===== src/rtl/dq_pkg.sv =====
// Shared constants, result type and clamp helper for the depth-cue blend unit.
// Assumes a 32-bit accumulator, a 16-bit result register and a 12-bit fraction.
package dq_pkg;
    localparam int DQ_MAC_W  = 32;
    localparam int DQ_IR_W   = 16;
    localparam int DQ_FRAC   = 12;
    localparam int DQ_ACC_W  = 48;
    localparam int DQ_FAR_W  = DQ_MAC_W - DQ_FRAC;
    localparam int DQ_BYTE_W = 8;

    typedef struct packed {
        logic [DQ_IR_W-1:0] val;
        logic               sat;
    } dq_clamp_t;

    // Clamp a wide signed value into the result range; floor at zero if asked.
    function automatic dq_clamp_t dq_clamp(input logic signed [DQ_ACC_W-1:0] v,
                                           input logic floor_zero);
        dq_clamp_t r;
        logic signed [DQ_ACC_W-1:0] hi;
        logic signed [DQ_ACC_W-1:0] lo;
        hi = DQ_ACC_W'((64'sd1 <<< (DQ_IR_W-1)) - 64'sd1);
        lo = floor_zero ? '0 : ~hi;
        if (v > hi) begin
            r.val = hi[DQ_IR_W-1:0];
            r.sat = 1'b1;
        end else if (v < lo) begin
            r.val = lo[DQ_IR_W-1:0];
            r.sat = 1'b1;
        end else begin
            r.val = v[DQ_IR_W-1:0];
            r.sat = 1'b0;
        end
        return r;
    endfunction
endpackage


===== src/rtl/dq_lane.sv =====
// One channel of the blend, purely combinational: difference, clamp, multiply,
// add-back, optional fraction shift, byte and result clamps. Time-shared by
// the sequencer across the three channels, so it holds the only multiplier.
module dq_lane
    import dq_pkg::*;
#(
    parameter int GUARD_W = 44
) (
    input  logic [DQ_BYTE_W-1:0]        base_i,
    input  logic [DQ_FAR_W-1:0]         far_i,
    input  logic signed [DQ_IR_W-1:0]   ir0_i,
    input  logic                        sf_i,
    input  logic                        lm_i,
    output logic signed [DQ_MAC_W-1:0]  mac_o,
    output logic [DQ_IR_W-1:0]          ir_o,
    output logic [DQ_BYTE_W-1:0]        col_o,
    output logic                        ir_sat_o,
    output logic                        col_sat_o,
    output logic                        pos_ovf_o,
    output logic                        neg_ovf_o
);
    localparam logic signed [DQ_ACC_W-1:0] ACC_HI =
        DQ_ACC_W'((64'sd1 <<< (GUARD_W-1)) - 64'sd1);
    localparam logic signed [DQ_ACC_W-1:0] ACC_LO = ~ACC_HI;
    localparam int Q_W = DQ_MAC_W + 1;

    logic signed [DQ_MAC_W-1:0] base_w, diff_w, diff_s, prod_w, mac_w;
    logic signed [DQ_ACC_W-1:0] sum_w;
    logic signed [Q_W-1:0]      quot_w;
    dq_clamp_t                  step_c, fin_c;

    // Evaluate the whole channel datapath in one pass.
    always_comb begin
        base_w = $signed({8'd0, base_i, 16'd0});
        diff_w = $signed({far_i, {DQ_FRAC{1'b0}}}) - base_w;
        diff_s = sf_i ? (diff_w >>> DQ_FRAC) : diff_w;
        step_c = dq_clamp(DQ_ACC_W'(diff_s), 1'b0);
        prod_w = $signed(step_c.val) * ir0_i;
        sum_w  = DQ_ACC_W'(prod_w) + DQ_ACC_W'(base_w);
        pos_ovf_o = sum_w > ACC_HI;
        neg_ovf_o = sum_w < ACC_LO;
        mac_w  = sf_i ? sum_w[DQ_FRAC+DQ_MAC_W-1 -: DQ_MAC_W] : sum_w[DQ_MAC_W-1:0];
        quot_w = mac_w[DQ_MAC_W-1] ? ((Q_W'(mac_w) + Q_W'(15)) >>> 4)
                                   : (Q_W'(mac_w) >>> 4);
        if (quot_w < 0) begin
            col_o = '0;
            col_sat_o = 1'b1;
        end else if (quot_w > Q_W'(255)) begin
            col_o = '1;
            col_sat_o = 1'b1;
        end else begin
            col_o = quot_w[DQ_BYTE_W-1:0];
            col_sat_o = 1'b0;
        end
        fin_c    = dq_clamp(DQ_ACC_W'(mac_w), lm_i);
        ir_o     = fin_c.val;
        ir_sat_o = step_c.sat | fin_c.sat;
        mac_o    = mac_w;
    end
endmodule


===== src/rtl/dq_seq.sv =====
// Channel sequencer: accepts a start when idle, then steps one channel per
// edge and flags the last step. Assumes CH >= 2.
module dq_seq #(
    parameter int CH = 3,
    localparam int CHW = (CH > 1) ? $clog2(CH) : 1
) (
    input  logic           clk,
    input  logic           rst_n,
    input  logic           start_i,
    output logic           load_o,
    output logic           step_o,
    output logic           last_o,
    output logic           busy_o,
    output logic [CHW-1:0] ch_o
);
    logic           busy_q;
    logic [CHW-1:0] ch_q;

    // Decode the control strobes from the current state.
    always_comb begin
        load_o = start_i & ~busy_q;
        step_o = busy_q;
        last_o = busy_q && (ch_q == CHW'(CH-1));
        busy_o = busy_q;
        ch_o   = ch_q;
    end

    // Advance the channel counter and the busy state.
    always_ff @(posedge clk) begin
        if (!rst_n) begin
            busy_q <= 1'b0;
            ch_q   <= '0;
        end else if (load_o) begin
            busy_q <= 1'b1;
            ch_q   <= '0;
        end else if (last_o) begin
            busy_q <= 1'b0;
            ch_q   <= '0;
        end else if (step_o) begin
            ch_q   <= ch_q + 1'b1;
        end
    end
endmodule


===== src/rtl/dq_cfifo.sv =====
// Shift-style colour queue: entry DEPTH-1 is newest, a push drops entry 0.
module dq_cfifo #(
    parameter int DEPTH = 3,
    parameter int W     = 32
) (
    input  logic                      clk,
    input  logic                      rst_n,
    input  logic                      push_i,
    input  logic [W-1:0]              din_i,
    output logic [DEPTH-1:0][W-1:0]   q_o
);
    // Load the newest slot on a push.
    always_ff @(posedge clk) begin
        if (!rst_n)      q_o[DEPTH-1] <= '0;
        else if (push_i) q_o[DEPTH-1] <= din_i;
    end

    for (genvar i = 0; i < DEPTH-1; i++) begin : g_shift
        // Move each older slot one place towards the oldest on a push.
        always_ff @(posedge clk) begin
            if (!rst_n)      q_o[i] <= '0;
            else if (push_i) q_o[i] <= q_o[i+1];
        end
    end
endmodule


===== src/rtl/dq_depthcue.sv =====
// Depth-cue colour blend unit. Latches operands on an accepted start, runs the
// shared lane over the channels one per cycle, registers each channel's
// results, and pushes the packed colour word on the last step.
// Assumes CH >= 2 and FIFO_DEPTH >= 2.
module dq_depthcue
    import dq_pkg::*;
#(
    parameter int CH         = 3,
    parameter int FIFO_DEPTH = 3,
    parameter int GUARD_W    = 44,
    localparam int WORD_W    = DQ_BYTE_W * (CH + 1)
) (
    input  logic                                clk,
    input  logic                                rst_n,
    input  logic                                start_i,
    input  logic                                sf_i,
    input  logic                                lm_i,
    input  logic [CH-1:0][DQ_BYTE_W-1:0]        base_i,
    input  logic [DQ_BYTE_W-1:0]                code_i,
    input  logic [CH-1:0][DQ_FAR_W-1:0]         far_i,
    input  logic [DQ_IR_W-1:0]                  ir0_i,
    output logic [CH-1:0][DQ_MAC_W-1:0]         mac_o,
    output logic [CH-1:0][DQ_IR_W-1:0]          ir_o,
    output logic [FIFO_DEPTH-1:0][WORD_W-1:0]   fifo_o,
    output logic [CH-1:0]                       ir_sat_o,
    output logic [CH-1:0]                       col_sat_o,
    output logic [CH-1:0]                       mac_pos_ovf_o,
    output logic [CH-1:0]                       mac_neg_ovf_o,
    output logic                                busy_o,
    output logic                                done_o
);
    localparam int CHW = (CH > 1) ? $clog2(CH) : 1;

    logic                             load, step, last;
    logic [CHW-1:0]                   ch;
    logic [CH-1:0][DQ_BYTE_W-1:0]     lat_base;
    logic [CH-1:0][DQ_FAR_W-1:0]      lat_far;
    logic [DQ_IR_W-1:0]               lat_ir0;
    logic [DQ_BYTE_W-1:0]             lat_code;
    logic                             lat_sf, lat_lm;
    logic [CH-2:0][DQ_BYTE_W-1:0]     col_hold;
    logic [WORD_W-1:0]                push_word;

    logic signed [DQ_MAC_W-1:0]       l_mac;
    logic [DQ_IR_W-1:0]               l_ir;
    logic [DQ_BYTE_W-1:0]             l_col;
    logic                             l_irs, l_cs, l_po, l_no;

    dq_seq #(.CH(CH)) seq_i (
        .clk(clk), .rst_n(rst_n), .start_i(start_i),
        .load_o(load), .step_o(step), .last_o(last), .busy_o(busy_o), .ch_o(ch)
    );

    dq_lane #(.GUARD_W(GUARD_W)) lane_i (
        .base_i(lat_base[ch]), .far_i(lat_far[ch]), .ir0_i($signed(lat_ir0)),
        .sf_i(lat_sf), .lm_i(lat_lm),
        .mac_o(l_mac), .ir_o(l_ir), .col_o(l_col),
        .ir_sat_o(l_irs), .col_sat_o(l_cs), .pos_ovf_o(l_po), .neg_ovf_o(l_no)
    );

    // Capture operands and mode bits at an accepted start.
    always_ff @(posedge clk) begin
        if (!rst_n) begin
            lat_base <= '0;
            lat_far  <= '0;
            lat_ir0  <= '0;
            lat_code <= '0;
            lat_sf   <= 1'b0;
            lat_lm   <= 1'b0;
        end else if (load) begin
            lat_base <= base_i;
            lat_far  <= far_i;
            lat_ir0  <= ir0_i;
            lat_code <= code_i;
            lat_sf   <= sf_i;
            lat_lm   <= lm_i;
        end
    end

    // Register per-channel results and flags; clear flags on a new start.
    always_ff @(posedge clk) begin
        if (!rst_n) begin
            mac_o         <= '0;
            ir_o          <= '0;
            ir_sat_o      <= '0;
            col_sat_o     <= '0;
            mac_pos_ovf_o <= '0;
            mac_neg_ovf_o <= '0;
            col_hold      <= '0;
            done_o        <= 1'b0;
        end else begin
            done_o <= last;
            if (load) begin
                ir_sat_o      <= '0;
                col_sat_o     <= '0;
                mac_pos_ovf_o <= '0;
                mac_neg_ovf_o <= '0;
            end
            if (step) begin
                mac_o[ch]         <= l_mac;
                ir_o[ch]          <= l_ir;
                ir_sat_o[ch]      <= l_irs;
                col_sat_o[ch]     <= l_cs;
                mac_pos_ovf_o[ch] <= l_po;
                mac_neg_ovf_o[ch] <= l_no;
                if (!last) col_hold[ch] <= l_col;
            end
        end
    end

    // Pack the queued word: tag byte on top, channel 0 in the low byte.
    always_comb begin
        push_word = '0;
        push_word[WORD_W-1 -: DQ_BYTE_W] = lat_code;
        for (int i = 0; i < CH-1; i++) push_word[DQ_BYTE_W*i +: DQ_BYTE_W] = col_hold[i];
        push_word[DQ_BYTE_W*(CH-1) +: DQ_BYTE_W] = l_col;
    end

    dq_cfifo #(.DEPTH(FIFO_DEPTH), .W(WORD_W)) fifo_i (
        .clk(clk), .rst_n(rst_n), .push_i(last), .din_i(push_word), .q_o(fifo_o)
    );
endmodule


===== config.mk =====
export PLATFORM = sky130hd
export DESIGN_NAME = dq_depthcue
export DESIGN_NICKNAME = d
export VERILOG_FILES = /design/src/rtl/dq_pkg.sv /design/src/rtl/dq_lane.sv /design/src/rtl/dq_seq.sv /design/src/rtl/dq_cfifo.sv /design/src/rtl/dq_depthcue.sv
export SDC_FILE = /design/constraint.sdc
export NUM_CORES = 2
export LEC_CHECK = 0
export BUFFER_PORTS_ARGS = -buffer_cell sky130_fd_sc_hd__buf_2
export CAP_MARGIN = 25
export CORE_ASPECT_RATIO = 1.2
export CORE_MARGIN = 1
export CORE_UTILIZATION = 50
export CTS_CLUSTER_DIAMETER = 80
export DETAILED_ROUTE_END_ITERATION = 16
export GPL_TIMING_DRIVEN = 0
export PLACE_DENSITY = 0.7
export SLEW_MARGIN = 0
export SYNTH_ARGS = -nofsm -noshare
export SYNTH_HDL_FRONTEND = slang
export SYNTH_HIERARCHICAL = 1
export SYNTH_SLANG_ARGS = --single-unit
export TNS_END_PERCENT = 100

===== constraint.sdc =====
create_clock -name clk -period 24.5 [get_ports clk]
set_input_delay 1.225 -clock clk [delete_from_list [all_inputs] [get_ports clk]]
set_output_delay 1.225 -clock clk [all_outputs]
set_load 0.01 [all_outputs]

==> reports/results.ini <==
[grt]
track_usage_pct = 28.45
grt_pass1_wl_um = 130800
antenna_found_initial = 3
grt_pass1_vias = 23360
gr-total-overflow = 0
grt_start_max_net_pins = 20

[setup_path]
worstSetupPathType = flip-flop to flip-flop
slowest_stage = o41ai_2
worstPathArrival_ns = 15.72
cp-start-kind = flip-flop
max_stage_delay_ns = 0.92
crit_buf_inv = 11
cp_max_fo = 10
worst_path_most_repeated_cell = fa_1
crit_path_end_kind = flip-flop
critPathTopFamily = compound AO/OA/AOI/OAI gates
crit_required_ns = 24.94

[sta]
hold_viol = 0
rsz0062_at_grt = no
clock_skew_ns = 0.02098
fin_tns_setup_ns = 0
finalSetupViolations = 0
worstMarginPinSlew_ns = 1.080
post-route-period-util_pct = 62.39
slew_headroom_pct = 27.38
fmax_ghz = 0.06542
drv_slew = 0
fin_crit_ns = 15.28

[cts]
cts_made_buffers = 41
clkSlewWorstSetupHoldPaths_ns = 0.06
clockBufferDepth = 3
cts.repair.resized = 0
clock_latency_ns = 0.57
h-tree-depth = 2
cts_tree = done
cts_sinks = 382
post-cts-setup-buffer-count = 0
cts_root_buf = clkbuf_16
cts_hold_buf = 0

[layout]
fillers = 5185
seq_area_mm2 = 0.007647
drive_above_1_share_pct = 16.51
fin_nets = 4027
multi_input_area_mm2 = 0.01889
area_delta_synth_final_pct = 14.44

[floorplanning]
io_pins = 367
die_w_um = 222.2
fp.dieArea_mm2 = 0.05917
rows = 96
core-area_mm2 = 0.05730
chipHeight_um = 266.3
start_util_pct = 50.78

[placement]
gp_congestion = 1.013
io_buffers = 366
dp_hpwl_um = 67740

[logic_synthesis]
synth_top_family_by_area = adder cells
synth_top_area_share_pct = 26.28
syn_area_mm2 = 0.02910
synth_edf_count = 0
synth_compound_area_share_pct = 7.551
synth_area_per_cell_um2 = 9.329
synthDistinctLibCells = 96
synth_fa_ha_area_share_pct = 23.55
ys.flop_type = dfxtp_1
synth_most_common_cell = nand2_1
seq_area_frac_synth_pct = 26.28
synth_top_cell_by_area = dfxtp_1
synthTopCellsByArea = dfxtp_1, fa_1, mux2i_1
synthSimpleGateAreaFrac_pct = 17.79
yosysWarnings = 6
netlist_top_cells_count = nand2_1, mux2i_1, inv_1
ys_ff_latch = 382
syn_inst = 3119
asyncSetResetFlopFracSynth_pct = 0
synth_mux_area_share_pct = 14.49
synth_xor_area_share_pct = 1.501

[routing]
drt_iter0_drc = 1427
drt-total-wl_um = 84100
wire_per_inst_um = 19.57
drt_pass1_iterations = 5
dr_total_vias = 23200
routed_via_density = 5.400
route.detailed.drc = 0
drtAntennaViolNets = 0

[hold_path]
min-delay-path-class = flip-flop to flip-flop

[status]
status = finished, final reports clean

[run]
maxCapViolations = 0

## final timing paths
kind                                   start                      to  slack [ns]  cells after the start
setup / recovery  seq_i/ch_o[0]$_SDFFE_PP0P_    ir_o[7]$_SDFFE_PN0P_        9.22                     54
hold / removal        mac_o[21]$_SDFFE_PN0P_  mac_o[21]$_SDFFE_PN0P_        0.46                      2
setup reg to reg  seq_i/ch_o[0]$_SDFFE_PP0P_    ir_o[7]$_SDFFE_PN0P_        9.22                     54
hold reg to reg       mac_o[21]$_SDFFE_PN0P_  mac_o[21]$_SDFFE_PN0P_        0.46                      2
## layer usage
metal / vias to the layer above / wire length (um) / global-route usage [%]
met5: - / 5 / 0
met1: 11300 / 34240 / 34.72
met3: 201 / 4546 / 4.202
li1: 10930 / - / -
met4: 2 / 4437 / 14.45
met2: 765 / 40880 / 48.81
## layout make-up
cell class                 count  share of cell area [%]
antenna                        1                0.007515
multi-input combinational   2156                   56.74
buffer                       173                   3.100
tap                          735                   2.762
clock buffer                  55                   3.543
inverter                     409                   4.611
sequential                   382                   22.97
clock inverter                17                  0.7027
timing repair buffer         369                   5.569
## cell families after synthesis
family	after synthesis
simple gates	1003
buf+inv	582
mux	420
fa+ha+maj	382
flops	382
compound gates	300
xor+xnor	49
other cells	1
## sequential cells by signal, indices dropped and copies added, names as in the netlist
register       count
mac_pos_ovf_o      3
lat_sf             1
mac_neg_ovf_o      3
fifo_i/q_o        96
done_o             1
lat_far           60
col_hold          16
ir_sat_o           3
col_sat_o          3
ir_o              48
lat_ir0           16
lat_base          24
seq_i/ch_o         2
lat_code           8
seq_i/busy_o       1
lat_lm             1
mac_o             96
## worst register-to-register path: cells and delay by family, from the launching register on
family | cells | cell delay (ns)
compound gates | 19 | 5.50
xor+xnor | 1 | 0.17
fa+ha+maj | 10 | 4.59
buf+inv | 11 | 1.99
flops | 1 | 0.39
mux | 2 | 0.21
simple gates | 11 | 2.29
## per-stage QoR
step	instance area, um^2	hold WS, ns	instances	utilization (%)	setup WS [ns]
final	33300	0.4580	4297	58.12	9.215
after CTS	33300	0.4580	4296	58.11	9.490
after floorplan	29100	0.4344	3120	-	12.40
after detailed placement	31880	0.4444	4224	55.65	9.538
after global placement	31850	0.4391	4221	55.59	8.404
after global routing	33300	0.4726	4297	58.12	8.549
## cells in the final DEF, fill, tap and decap left out, types with 10 or more instances in the layout
master     synthesis  routed
a211oi_1          11      11
a21o_1            14      14
a21oi_1           57      57
a31oi_1           12      12
and2_1           140     140
and3_1            10      10
buf_2             46     412
buf_4             24      27
buf_6             21      21
clkbuf_1          71      76
clkbuf_16          0      42
dfxtp_1          382     382
fa_1             276     276
ha_1             106     106
inv_1            409     409
mux2i_1          416     416
nand2_1          421     421
nand2b_1          10      10
nand3_1           24      24
nand3b_1          16      16
nand4_1           11      11
nor2_1            71      71
nor2b_1          216     216
nor3_1            18      18
o211ai_1          19      19
o21a_1            13      13
o21ai_0           55      54
o2bb2ai_1         28      28
or3_1             13      13
xnor2_1           33      33
xor2_1            15      15
Power is not shown: default switching activity piles up to over one toggle a cycle in this logic, so the estimate is an artifact.
